**src/rtl/eeprom_word_reader.sv**
```systemverilog
module eeprom_word_reader #(
  parameter int ADDR_BITS   = 6,
  parameter int UNIT_CYCLES = 3
) (
  input  logic                 clk,
  input  logic                 rst_n,
  input  logic                 start,
  input  logic [ADDR_BITS-1:0] addr,
  input  logic                 mac_start,
  output logic                 busy,
  output logic                 done,
  output logic [15:0]          rdata,
  output logic                 mac_done,
  output logic [47:0]          mac_addr,
  output logic                 ee_cs,
  output logic                 ee_sk,
  output logic                 ee_di,
  input  logic                 ee_do
);
  localparam int CMD_BITS = ADDR_BITS + 3;
  localparam int CNT_W    = (UNIT_CYCLES > 1) ? $clog2(UNIT_CYCLES) : 1;
  localparam int MAX_BITS = (CMD_BITS > 16) ? CMD_BITS : 16;
  localparam int BIT_W    = $clog2(MAX_BITS);
  localparam logic [CNT_W-1:0] UNIT_LAST = CNT_W'(UNIT_CYCLES - 1);
  localparam logic [BIT_W-1:0] CMD_TOP   = BIT_W'(CMD_BITS - 1);
  localparam logic [BIT_W-1:0] DAT_TOP   = BIT_W'(15);

  typedef enum logic [2:0] {S_IDLE, S_PRE, S_CMD, S_DAT, S_END} state_t;

  state_t               st;
  logic [CNT_W-1:0]     div;
  logic [BIT_W-1:0]     bidx;
  logic [1:0]           sub;
  logic [ADDR_BITS-1:0] cur;
  logic [15:0]          shreg;
  logic                 mac_mode;
  logic [1:0]           widx;
  logic [31:0]          mac_acc;

  logic                 tick;
  logic [CMD_BITS-1:0]  cmd;
  logic [15:0]          swapped;

  assign busy    = (st != S_IDLE);
  assign tick    = busy && (div == UNIT_LAST);
  assign cmd     = {3'b110, cur};
  assign swapped = {shreg[7:0], shreg[15:8]};

  always_ff @(posedge clk) begin
    if (!rst_n) begin
      st       <= S_IDLE;
      div      <= '0;
      bidx     <= '0;
      sub      <= '0;
      cur      <= '0;
      shreg    <= '0;
      mac_mode <= 1'b0;
      widx     <= '0;
      mac_acc  <= '0;
      done     <= 1'b0;
      mac_done <= 1'b0;
      rdata    <= '0;
      mac_addr <= '0;
      ee_cs    <= 1'b0;
      ee_sk    <= 1'b0;
      ee_di    <= 1'b0;
    end else begin
      done     <= 1'b0;
      mac_done <= 1'b0;
      if (busy) div <= tick ? '0 : div + 1'b1;
      case (st)
        S_IDLE: if (start || mac_start) begin
          st       <= S_PRE;
          div      <= '0;
          mac_mode <= mac_start;
          widx     <= '0;
          cur      <= mac_start ? '0 : addr;
          ee_cs    <= 1'b0;
          ee_sk    <= 1'b0;
          ee_di    <= 1'b0;
        end
        S_PRE: if (tick) begin
          st    <= S_CMD;
          bidx  <= CMD_TOP;
          sub   <= 2'd0;
          ee_cs <= 1'b1;
          ee_di <= cmd[CMD_BITS-1];
        end
        S_CMD: if (tick) begin
          case (sub)
            2'd0: begin sub <= 2'd1; ee_sk <= 1'b1; end
            2'd1: begin sub <= 2'd2; ee_sk <= 1'b0; end
            default: begin
              sub <= 2'd0;
              if (bidx == '0) begin
                st    <= S_DAT;
                bidx  <= DAT_TOP;
                ee_di <= 1'b0;
                ee_sk <= 1'b1;
              end else begin
                bidx  <= bidx - 1'b1;
                ee_di <= cmd[bidx-1'b1];
              end
            end
          endcase
        end
        S_DAT: if (tick) begin
          if (sub == 2'd0) begin
            shreg <= {shreg[14:0], ee_do};
            ee_sk <= 1'b0;
            sub   <= 2'd1;
          end else if (bidx == '0) begin
            st    <= S_END;
            ee_cs <= 1'b0;
          end else begin
            bidx  <= bidx - 1'b1;
            sub   <= 2'd0;
            ee_sk <= 1'b1;
          end
        end
        S_END: if (tick) begin
          if (!mac_mode) begin
            rdata <= shreg;
            done  <= 1'b1;
            st    <= S_IDLE;
          end else if (widx == 2'd2) begin
            mac_addr <= {mac_acc, swapped};
            mac_done <= 1'b1;
            st       <= S_IDLE;
          end else begin
            mac_acc <= {mac_acc[15:0], swapped};
            widx    <= widx + 1'b1;
            cur     <= cur + 1'b1;
            st      <= S_PRE;
          end
        end
        default: st <= S_IDLE;
      endcase
    end
  end
endmodule

```
**config.mk**
```make
export PLATFORM = sky130hd
export DESIGN_NAME = eeprom_word_reader
export DESIGN_NICKNAME = d
export VERILOG_FILES = /design/src/rtl/eeprom_word_reader.sv
export SDC_FILE = /design/constraint.sdc
export NUM_CORES = 1
export LEC_CHECK = 0
export BUFFER_PORTS_ARGS = -buffer_cell sky130_fd_sc_hd__clkbuf_2
export CORE_ASPECT_RATIO = 0.75
export CORE_UTILIZATION = 57
export CTS_CLUSTER_SIZE = 25
export DETAILED_ROUTE_END_ITERATION = 12
export GPL_ROUTABILITY_DRIVEN = 0
export PLACE_DENSITY_LB_ADDON = 0.05
export SLEW_MARGIN = 0
export SYNTH_ARGS = -nofsm -noshare
export SYNTH_HDL_FRONTEND = slang
export SYNTH_SLANG_ARGS = --single-unit
```
**constraint.sdc**
```tcl
create_clock -name clk -period 2.5 [get_ports clk]
set_input_delay 0.5 -clock clk [delete_from_list [all_inputs] [get_ports clk]]
set_output_delay 0.5 -clock clk [all_outputs]
set_load 0.005 [all_outputs]
```
Word-level counts from Yosys, hierarchy flattened
Index checks and enable logic that the tools add are counted.

storage, ports and cells
  bits in read-only memories = 0
  word-level logic and storage cells = 133
  RAM bits = 0
  flip-flop bits (word level) = 137
  input port bits = 11
  latch bits = 0
  output and inout port bits = 70
  memories = 0

operators by class
  muxes and demuxes = 63
  bitwise operators = 2
  order comparisons = 1
  reductions and logical operators = 26
  equality and inequality tests = 21
  multiply operators = 0
  shift-type cells = 0
  div/mod/pow operators = 0
  $add $sub $neg = 4

operators by type and width
  operator                                             number
  two-way mux 6 bit                                    5
  two-way mux 4 bit                                    7
  two-way mux 3 bit                                    9
  two-way mux 2 bit                                    13
  != test 2 bit, second input constant                 12
  two-way mux 1 bit                                    18
  one-hot mux 3 bit (5 select lines)                   1
  AND reduction 5 bit                                  3
  nonzero test 3 bit                                   5
  one-hot mux 4 bit (3 select lines)                   1
  one-hot mux 6 bit (2 select lines)                   1
  AND reduction 4 bit                                  3
  AND reduction 6 bit                                  2
  one-hot mux 1 bit (3 select lines)                   3
  AND reduction 3 bit                                  3
  AND reduction 9 bit                                  1
  one-hot mux 2 bit (2 select lines)                   2
  AND reduction 7 bit                                  1
  adder 6 x 1 -> 6 bit, second input constant          1
  equality test 3 x 2 -> 1 bit, second input constant  2
  one-hot mux 2 bit (3 select lines)                   1
  < comparator 4 x 5 -> 1 bit, second input constant   1
  adder 2 x 1 -> 2 bit, second input constant          2
  binary-select mux 1 bit (select 4 bit)               1
  other kinds (17)                                     19

Logic depth before layout (Yosys ltp)
Gate-level depths: netlist of the first run.

  depth in word-level cells = 7
  depth in mapped cells = 10
  depth with buffers taken out = 7

Worst setup path before layout of the first run
OpenSTA, ideal clock, no wires.

  path type = flip-flop to flip-flop
  from = register bidx[0]
  to = register ee_sk
  setup time = 0.074 ns
  arrival time = 1.993 ns
  path buffers = 2
  slack = 0.432 ns
  required time = 2.426 ns
  period minus slack after synthesis = 2.068 ns
  cell stages (with the launch flop) = 10
  path through = dfxtp_1 -> clkbuf_1 -> inv_1 -> ha_1 -> clkbuf_1 -> nor3b_2 -> a211o_1 -> a221oi_1 -> o2111ai_1 -> o21ai_0

on the way
  word-level cells in the longest chain between the ends = 3
  elaborated cells between the ends (all ways) = 4
  classes of those cells = 2 x eq/ne; 2 x reduce/logical

ends and longest elaborated chain
  element                                                   RTL line  source
  from (decl)                                               32        logic [BIT_W-1:0] bidx;
  from (signal assigned)                                    101       bidx <= bidx - 1'b1;
  from (signal assigned)                                    116       bidx <= bidx - 1'b1;
  logical NOT 4 bit (*)                                     95, 112
  != test 4 bit (no line) or != test 3 bit (tied branches)  --
  AND reduction 6 bit (no line) (*)                         --
  to (signal assigned)                                      99        ee_sk <= 1'b1;
  to (signal assigned)                                      110       ee_sk <= 1'b0;
  to (signal assigned)                                      118       ee_sk <= 1'b1;
  to (decl)                                                 16        output logic ee_sk,

Mark *: on every way between the ends. The rest lies on a longest branch, timed or not.
A chain may end at the register's enable or synchronous reset.

Worst setup path in the final report of the first run
  from = register st[0]
  to = output busy

on the way
  word-level cells in the longest chain between the ends = 1

ends and longest elaborated chain
  element                 RTL line  source
  from (decl)             30        state_t st;
  from (signal assigned)  51        st <= S_IDLE;
  from (signal assigned)  73        st <= S_PRE;
  from (signal assigned)  83        st <= S_CMD;
  nonzero test 3 bit      44        assign busy = (st != S_IDLE);
  to (decl)               10        output logic busy,

Every way passes these cells.

==> run summary, run 1 <==
The flow ran to the end, and the final reports show no timing, DRC or antenna violations. For the I/O pin total, the log shows 81. The logs give 0 for the total setup buffers inserted after CTS and 69 for the maximum number of pins on one net before global-route repair. At the worst endpoint, the required time is 2.00 ns. The number of nets in the layout was 761.

Met3 wire length: 1010 µm. On the final layout, the worst clock skew is 0.00973 ns. The synthesized netlist devotes 0.300% of its cell area to XOR and XNOR gates. Summing the sequential cell areas from Yosys gives 46.9% of the chip area. After synthesis, the largest family of logic cells by area is simple AND/OR/NAND/NOR gates. The logs give 2 for the number of buffers on the longest clock path and 4988 for the via total after detailed routing.

H-tree depth: 4. The share of synthesized area spent on multiplexers is 4.30%. For the die area, the log shows 0.0107 mm². The tools report the number of sinks on the clock net as 137. In the final routed layout, each cell accounts on average for 15.4 µm. The mean area per synthesized cell is 8.57 µm².

The critical path class was reg -> out. The count of standard-cell rows is 31, and the clock insertion delay at the later pin of the skew report is 0.41 ns. The worst setup path is launched from a register. The tools report the quantity of hold-fixing buffers added after cts as 0. The complex-gate fraction of the synthesized area works out to 18.4%.

Counting flops with a built-in enable in the synthesized netlist gives 0. The most used flip-flop cell after synthesis is sky130_fd_sc_hd__dfxtp_1. For the number of max-slew violations in the final report, the log shows 0. Data arrives at the worst endpoint at 1.73 ns.

In the detailed route, the total length drawn on met2 is 5740 µm. Once the floorplan was initialized, standard cells occupied 59.5% of the core. Synthesis produced a netlist with a net count of 697.

Reported max-cap violation count: 0. The number of gates resized after CTS was 0. Setup repair after global routing left no endpoint under its margin. The worst-case IR drop observed on VDD is 0.000483 V.

The die is 89.7 µm tall. In this run the power density over the cells is 734 mW/mm². The commonest cells after synthesis are 210 x sky130_fd_sc_hd__nand2_1, 137 x sky130_fd_sc_hd__dfxtp_1, 56 x sky130_fd_sc_hd__a21boi_0. The tools report the element type at the critical path end as a primary output. Global routing finished with a remaining overflow of 0. The number of cells on the worst reg-to-reg path is 4.

Maximum fanout along the worst path: 17. For the number of global-route vias before repair, the log shows 4229. The total track usage was 26.8%; the share of the synthesized area in the top cell type was 46.9%.

The tools report the number of endpoints with negative hold slack in the final report as 0. The number of iterations in the first detailed-routing pass is 5, and the async set-reset flop share out of synthesis is 0%. Library cell with the highest instance count after synthesis: sky130_fd_sc_hd__nand2_1. Measured along the x axis, the die boundary spans 119 µm.

Post-synthesis instance area: 0.00584 mm². The most area-hungry cell type in the Yosys netlist is sky130_fd_sc_hd__dfxtp_1. After Yosys synthesis, full adders, half adders and majority gates account for 0.857% of the synthesized area. The clock period minus final worst setup slack was 2.23 ns.

The first routing iteration left 489 violations. The total area inside the core boundary comes to 0.00981 mm². The highest clock frequency the design can meet is 449 MHz. In the final routing, the length of wire on met1 measures 6960 µm. Highest routed metal layer: met4.

Of the cells placed in the final design, the portion with a size suffix greater than 1 is 18.3%. The run gives 0 as the number of remaining DRC errors. The area growth from synthesis to final layout came out at 17.5%.

TritonCTS built the clock tree. By area the synthesized netlist is led by sky130_fd_sc_hd__dfxtp_1 47%, sky130_fd_sc_hd__nand2_1 13%, sky130_fd_sc_hd__a21boi_0 7.2%, sky130_fd_sc_hd__a21boi_1 5.7%, sky130_fd_sc_hd__mux2i_1 4.1%. The netlist uses 58 different library cells. The longest individual stage delay on the worst path is 0.49 ns, and the synthesis-stage register bit count is 137.

The final-layout setup total negative slack was 0 ns; the via count normalized by instance count was 5.60. After layout, the worst path uses 89.1% of the clock period. 0 antenna diodes ended up in the layout. The simple-gate share of the synthesized area is 24.8%. The measured slew at the worst slew-check pin was 0.767 ns.

Antenna violation net count after detailed routing: 0. The routed design has 13800 µm of wire. The number of stages on the worst hold path works out to 3.

After clock tree synthesis, the clock-pin slew on the worst setup and hold paths is 0.06 ns. For the total power, the log shows 5.04 mW. For the number of fill cells, the log shows 785.

The count of yosys warnings during synthesis came out at 0. The class of the most critical hold timing path was in -> reg. The cell sitting at the root of the clock tree is a sky130_fd_sc_hd__clkbuf_16.

Cell type of the slowest stage on the worst timing path: sky130_fd_sc_hd__dfxtp_1. In this run the static leakage power is 2.66 nW. Detailed placement finished with a half-perimeter wire length of 9200 µm. Worst slew margin relative to its limit: 48.7%. The tools report the number of failing setup endpoints in the final timing report as 0.

Traced cell by cell, the critical path runs through or2_4 > nor2_1 > inv_2 > clkbuf_2. The number of CTS-inserted buffers came out at 17. Instance count of the mapped netlist: 682. Global-route wire length before repair: 21900 µm.

Port buffering added 80 buffers. The run gives 0 as the number of antenna violations at the first check in global routing.
[worst max-delay path, delay by kind of cell, from the launching register on]
| family | cells | cell delay [ns] |
|---|---|---|
| flops | 1 | 0.49 |
| simple gates | 2 | 0.61 |
| buf+inv | 2 | 0.21 |
[worst paths after layout]
kind	from	endpoint	slack (ns)
max	st[0]	busy	0.27
min	ee_do	shreg[0]	0.36
max reg2reg	st[0]	rdata[5]	0.28
min reg2reg	mac_acc[17]	mac_addr[33]	0.45
[cell type report]
| cell class | count | area [µm²] | area share, % |
|---|---|---|---|
| tap | 132 | 165 | 2.41 |
| sequential | 137 | 2740 | 40.0 |
| timing repair buffer | 92 | 503 | 7.33 |
| multi-input combinational | 491 | 2850 | 41.5 |
| clock inverter | 14 | 149 | 2.17 |
| inverter | 7 | 26.3 | 0.383 |
| clock buffer | 18 | 429 | 6.25 |
[through the flow]
step                      cell area (µm²)  std cells  util, %  hold WS (ns)  setup slack (ns)
after floorplan                      5840        682        -         0.431             0.432
after global placement               6290        859     64.1         0.443             0.419
after detailed placement             6290        859     64.1         0.446             0.365
after CTS                            6860        891     69.9         0.343             0.276
after global routing                 6860        891     69.9         0.402             0.102
final                                6860        891     69.9         0.356             0.273
[cells in the final DEF, fill, tap and decap left out, drive strengths merged, types with 3 or more instances in the layout]
master / count
a211o: 5
a21boi: 100
a21oi: 10
a32oi: 4
and2: 7
and3: 3
buf: 13
clkbuf: 97
clkinv: 6
clkinvlp: 4
dfxtp: 137
ha: 4
inv: 9
mux2i: 24
nand2: 210
nand2b: 5
nand3: 9
nand4: 4
nor2: 14
nor2b: 28
nor3: 10
nor3b: 4
o21ai: 15
or3: 5
[registers in the layout, indices dropped and copies added, names as in the netlist]
register,count
mac_addr,48
mac_acc,32
rdata,16
shreg,16
cur,6
bidx,4
st,3
div,2
sub,2
widx,2
done,1
ee_cs,1
ee_di,1
ee_sk,1
mac_done,1
mac_mode,1
[report_power, final]
part	internal [mW]	switching [mW]
Sequential	2.21	0.0656
Combinational	0.158	0.182
Clock	1.47	0.954
Total	3.84	1.20
[routing by layer]
metal / GRT usage [%] / up-vias
met5: 0 / -
li1: - / 2418
met4: 7.48 / 0
met1: 40.5 / 2391
met3: 6.38 / 4
met2: 38.0 / 175
[cells by family (layout without fill, tap and decap cells)]
kind of cell | Yosys count | after routing
flip-flops | 137 | 137
adder cells (fa/ha/maj) | 4 | 4
multiplexers | 25 | 25
buffers and inverters | 54 | 131
XOR/XNOR | 2 | 2
AND/OR/NAND/NOR | 312 | 312
AO/OA/AOI/OAI | 148 | 148
(Power assumes the default switching activity.)
==> run 2: changes to the inputs <==
CTS_CLUSTER_SIZE = not set   (was 25)
RECOVER_POWER = 25   (was not set)
==> run 2 against run 1 <==
Flip-flop and latch count is the same. Final cell count is the same. Combinational power is essentially flat. Worst hold slack is essentially flat.
==> run summary, run 2 (synthesized netlist as in run 1, its figures left out) <==
The share of post-route cells with drive strength above 1 was 15.2% (was 18.3%); the worst setup skew after layout was 0.00989 ns (was 0.00973 ns). The via total after detailed routing is 4947 (was 4988), and the clock-pin slew on the worst setup and hold paths is 0.06 ns (about the same). The logs give 4 (unchanged) for the H-tree depth and 0 (unchanged) for the reported max-cap violation count. The number of global-route vias before repair was 4229 (unchanged); the global-route wire length before repair was 21900 µm (unchanged).

The highest clock frequency the design can meet is 448 MHz (was 449 MHz). The clock period minus final worst setup slack is 2.23 ns (about the same), and the area growth from synthesis to final layout is 17.0% (was 17.5%). The run gives 17 (unchanged) as the number of CTS-inserted buffers.

Worst setup path startpoint: st[0] (unchanged). The maximum number of pins on one net before global-route repair was 69 (unchanged); the maximum fanout along the worst path was 17 (unchanged). The tools report the number of iterations in the first detailed-routing pass as 5 (unchanged). Setup repair after global routing left no endpoint under its margin. The longest individual stage delay on the worst path was 0.49 ns (about the same). The critical path class is reg -> out (unchanged).

Top Registers: mac_addr (48), mac_acc (32) (unchanged). The total setup buffers inserted after CTS is 0 (unchanged), and the via count normalized by instance count is 5.55 (was 5.60). TritonCTS built the clock tree. The reported leakage power was 2.58 nW (was 2.66 nW). The total track usage is 26.8% (unchanged), and the final-layout setup total negative slack is 0 ns (unchanged). The number of buffers on the longest clock path came out at 2 (unchanged). Leading cell types in the layout, fill and taps excluded: 210 x sky130_fd_sc_hd__nand2_1, 137 x sky130_fd_sc_hd__dfxtp_1, 56 x sky130_fd_sc_hd__a21boi_0 (was 210 x sky130_fd_sc_hd__nand2_1, 137 x sky130_fd_sc_hd__dfxtp_1, 79 x sky130_fd_sc_hd__clkbuf_2). The worst-case setup slack after placement was 0.365 ns (unchanged); the die area was 0.0107 mm² (unchanged). The measured slew at the worst slew-check pin was 0.780 ns (was 0.767 ns). The reg-to-reg startpoint is st[0] (unchanged). The logs give 59.5% (unchanged) for the initial core utilization and 0 (unchanged) for the antenna violation net count after detailed routing. For the cell area after layout, the log shows 0.00683 mm² (was 0.00686 mm²).

The logs give 0 (unchanged) for the number of endpoints with negative hold slack in the final report and 9200 µm (unchanged) for the HPWL after detailed placement. The quantity of hold-fixing buffers added after cts came out at 0 (unchanged). The number of sinks on the clock net is 137 (unchanged), and the count of standard-cell rows is 31 (unchanged).

The logs give 0 (unchanged) for the number of max-slew violations in the final report and 0.00629 mm² (unchanged) for the total cell area at the placement stage. The clock insertion delay at the later pin of the skew report came out at 0.41 ns (about the same). The element type at the critical path end was a primary output (unchanged). Class of the most critical hold timing path: in -> reg (unchanged). The number of resized instances in the post-cts repair step came out at 0 (unchanged).

The average wire per standard cell is 15.4 µm (about the same), and the number of buffers inserted by port buffering is 80 (unchanged). For the number of failing setup endpoints in the final timing report, the log shows 0 (unchanged). The I/O pin total came out at 81 (unchanged). The die width came out at 119 µm (unchanged).

The initial detailed-routing violation count came out at 444 (was 489). The part of the cycle the worst path needs is 89.2% (was 89.1%). Register bank with the most flops: mac_addr (unchanged).

The run gives 0.270 ns (was 0.273 ns) as the final worst slack. Cell-by-cell trace of the critical path: or2_4 > nor2_1 > inv_2 > clkbuf_2 (unchanged). Power density relative to cell area: 738 mW/mm² (was 734 mW/mm²).

The run gives 761 (unchanged) as the number of nets in the layout. Cell type of the slowest stage on the worst timing path: sky130_fd_sc_hd__dfxtp_1 (unchanged). The maximum ir drop on the vdd rail was 0.000484 V (was 0.000483 V). The number of fill cells was 798 (was 785); the number of antenna violations at the first check in global routing was 0 (unchanged).

The most common library cell in the layout ignoring fill and taps is sky130_fd_sc_hd__nand2_1 (unchanged). The data required time at the worst endpoint is 2.00 ns (about the same), and the diode insertion count for antenna repair is 0 (unchanged). The flow ran to the end, and the final reports show no timing, DRC or antenna violations. The worst slew margin relative to its limit is 47.8% (was 48.7%).

The logs give 1.73 ns (about the same) for the arrival time of data at the critical path endpoint and 13800 µm (about the same) for the final routed wirelength across all metal layers. The number of remaining DRC errors is 0 (unchanged), and the number of flip-flops under the largest register name is 48 (unchanged). The hold path startpoint was ee_do (unchanged). Kind of launch point of the worst setup path: a register (unchanged). The root buffer selected by CTS is sky130_fd_sc_hd__clkbuf_16 (unchanged). The area of the placeable core was 0.00981 mm² (unchanged); the die boundary height was 89.7 µm (unchanged). Global-route congestion overflow total: 0 (unchanged).
-- run 2: cell counts in the layout (fill, tap and decap cells not counted) --
No cell type changed its count.
-- run 2: path summary, 6_finish.rpt --
| path | to | slack [ns] | cells past startpoint |
|---|---|---|---|
| worst max-delay path | busy | 0.27 | 4 |
| worst min-delay path | shreg[0] | 0.36 | 3 |
| worst max register to register | rdata[5] | 0.27 | 4 |
| worst min register to register | mac_addr[33] | 0.45 | 2 |
-- run 2: worst max-delay path, delay by kind of cell (launching register included) --
kind          cells  cell delay [ns]
flops             1             0.49
simple gates      2             0.61
buf+inv           2             0.21
-- run 2: layer usage --
| metal | share of wire, % | GRT usage, % | vias up |
|---|---|---|---|
| met5 | 0 | 0 | - |
| met4 | 0.25 | 7.48 | 0 |
| met3 | 6.4 | 6.38 | 2 |
| met2 | 42 | 38.0 | 155 |
| met1 | 52 | 40.5 | 2374 |
| li1 | - | - | 2416 |
-- run 2: layout make-up --
cell class              count  area [µm²]  share of cell area (%)
clock buffers              18         429                    6.28
clock inverters            14         149                    2.18
inverters                   7        26.3                   0.384
multi-input cells         491        2850                    41.7
flip-flops and latches    137        2740                    40.1
well taps                 132         165                    2.42
repair buffers             92         473                    6.92
-- run 2: where the power goes --
group          internal [mW]  leakage [nW]  total (mW)  switching, mW
logic                  0.158          1.20       0.340          0.181
registers               2.21          1.10        2.28         0.0661
clock network           1.47         0.273        2.43          0.956
-- run 2: per-stage QoR --
step / cells / total power, mW / hold slack (ns) / utilization, %
detailed placement: 859 / 2.65 / 0.446 / 64.1
global route: 891 / 5.21 / 0.402 / 69.6
CTS: 891 / 5.05 / 0.343 / 69.9
finish: 891 / 5.04 / 0.356 / 69.6
global placement: 859 / 2.65 / 0.443 / 64.1
floorplan: 682 / 2.57 / 0.431 / -
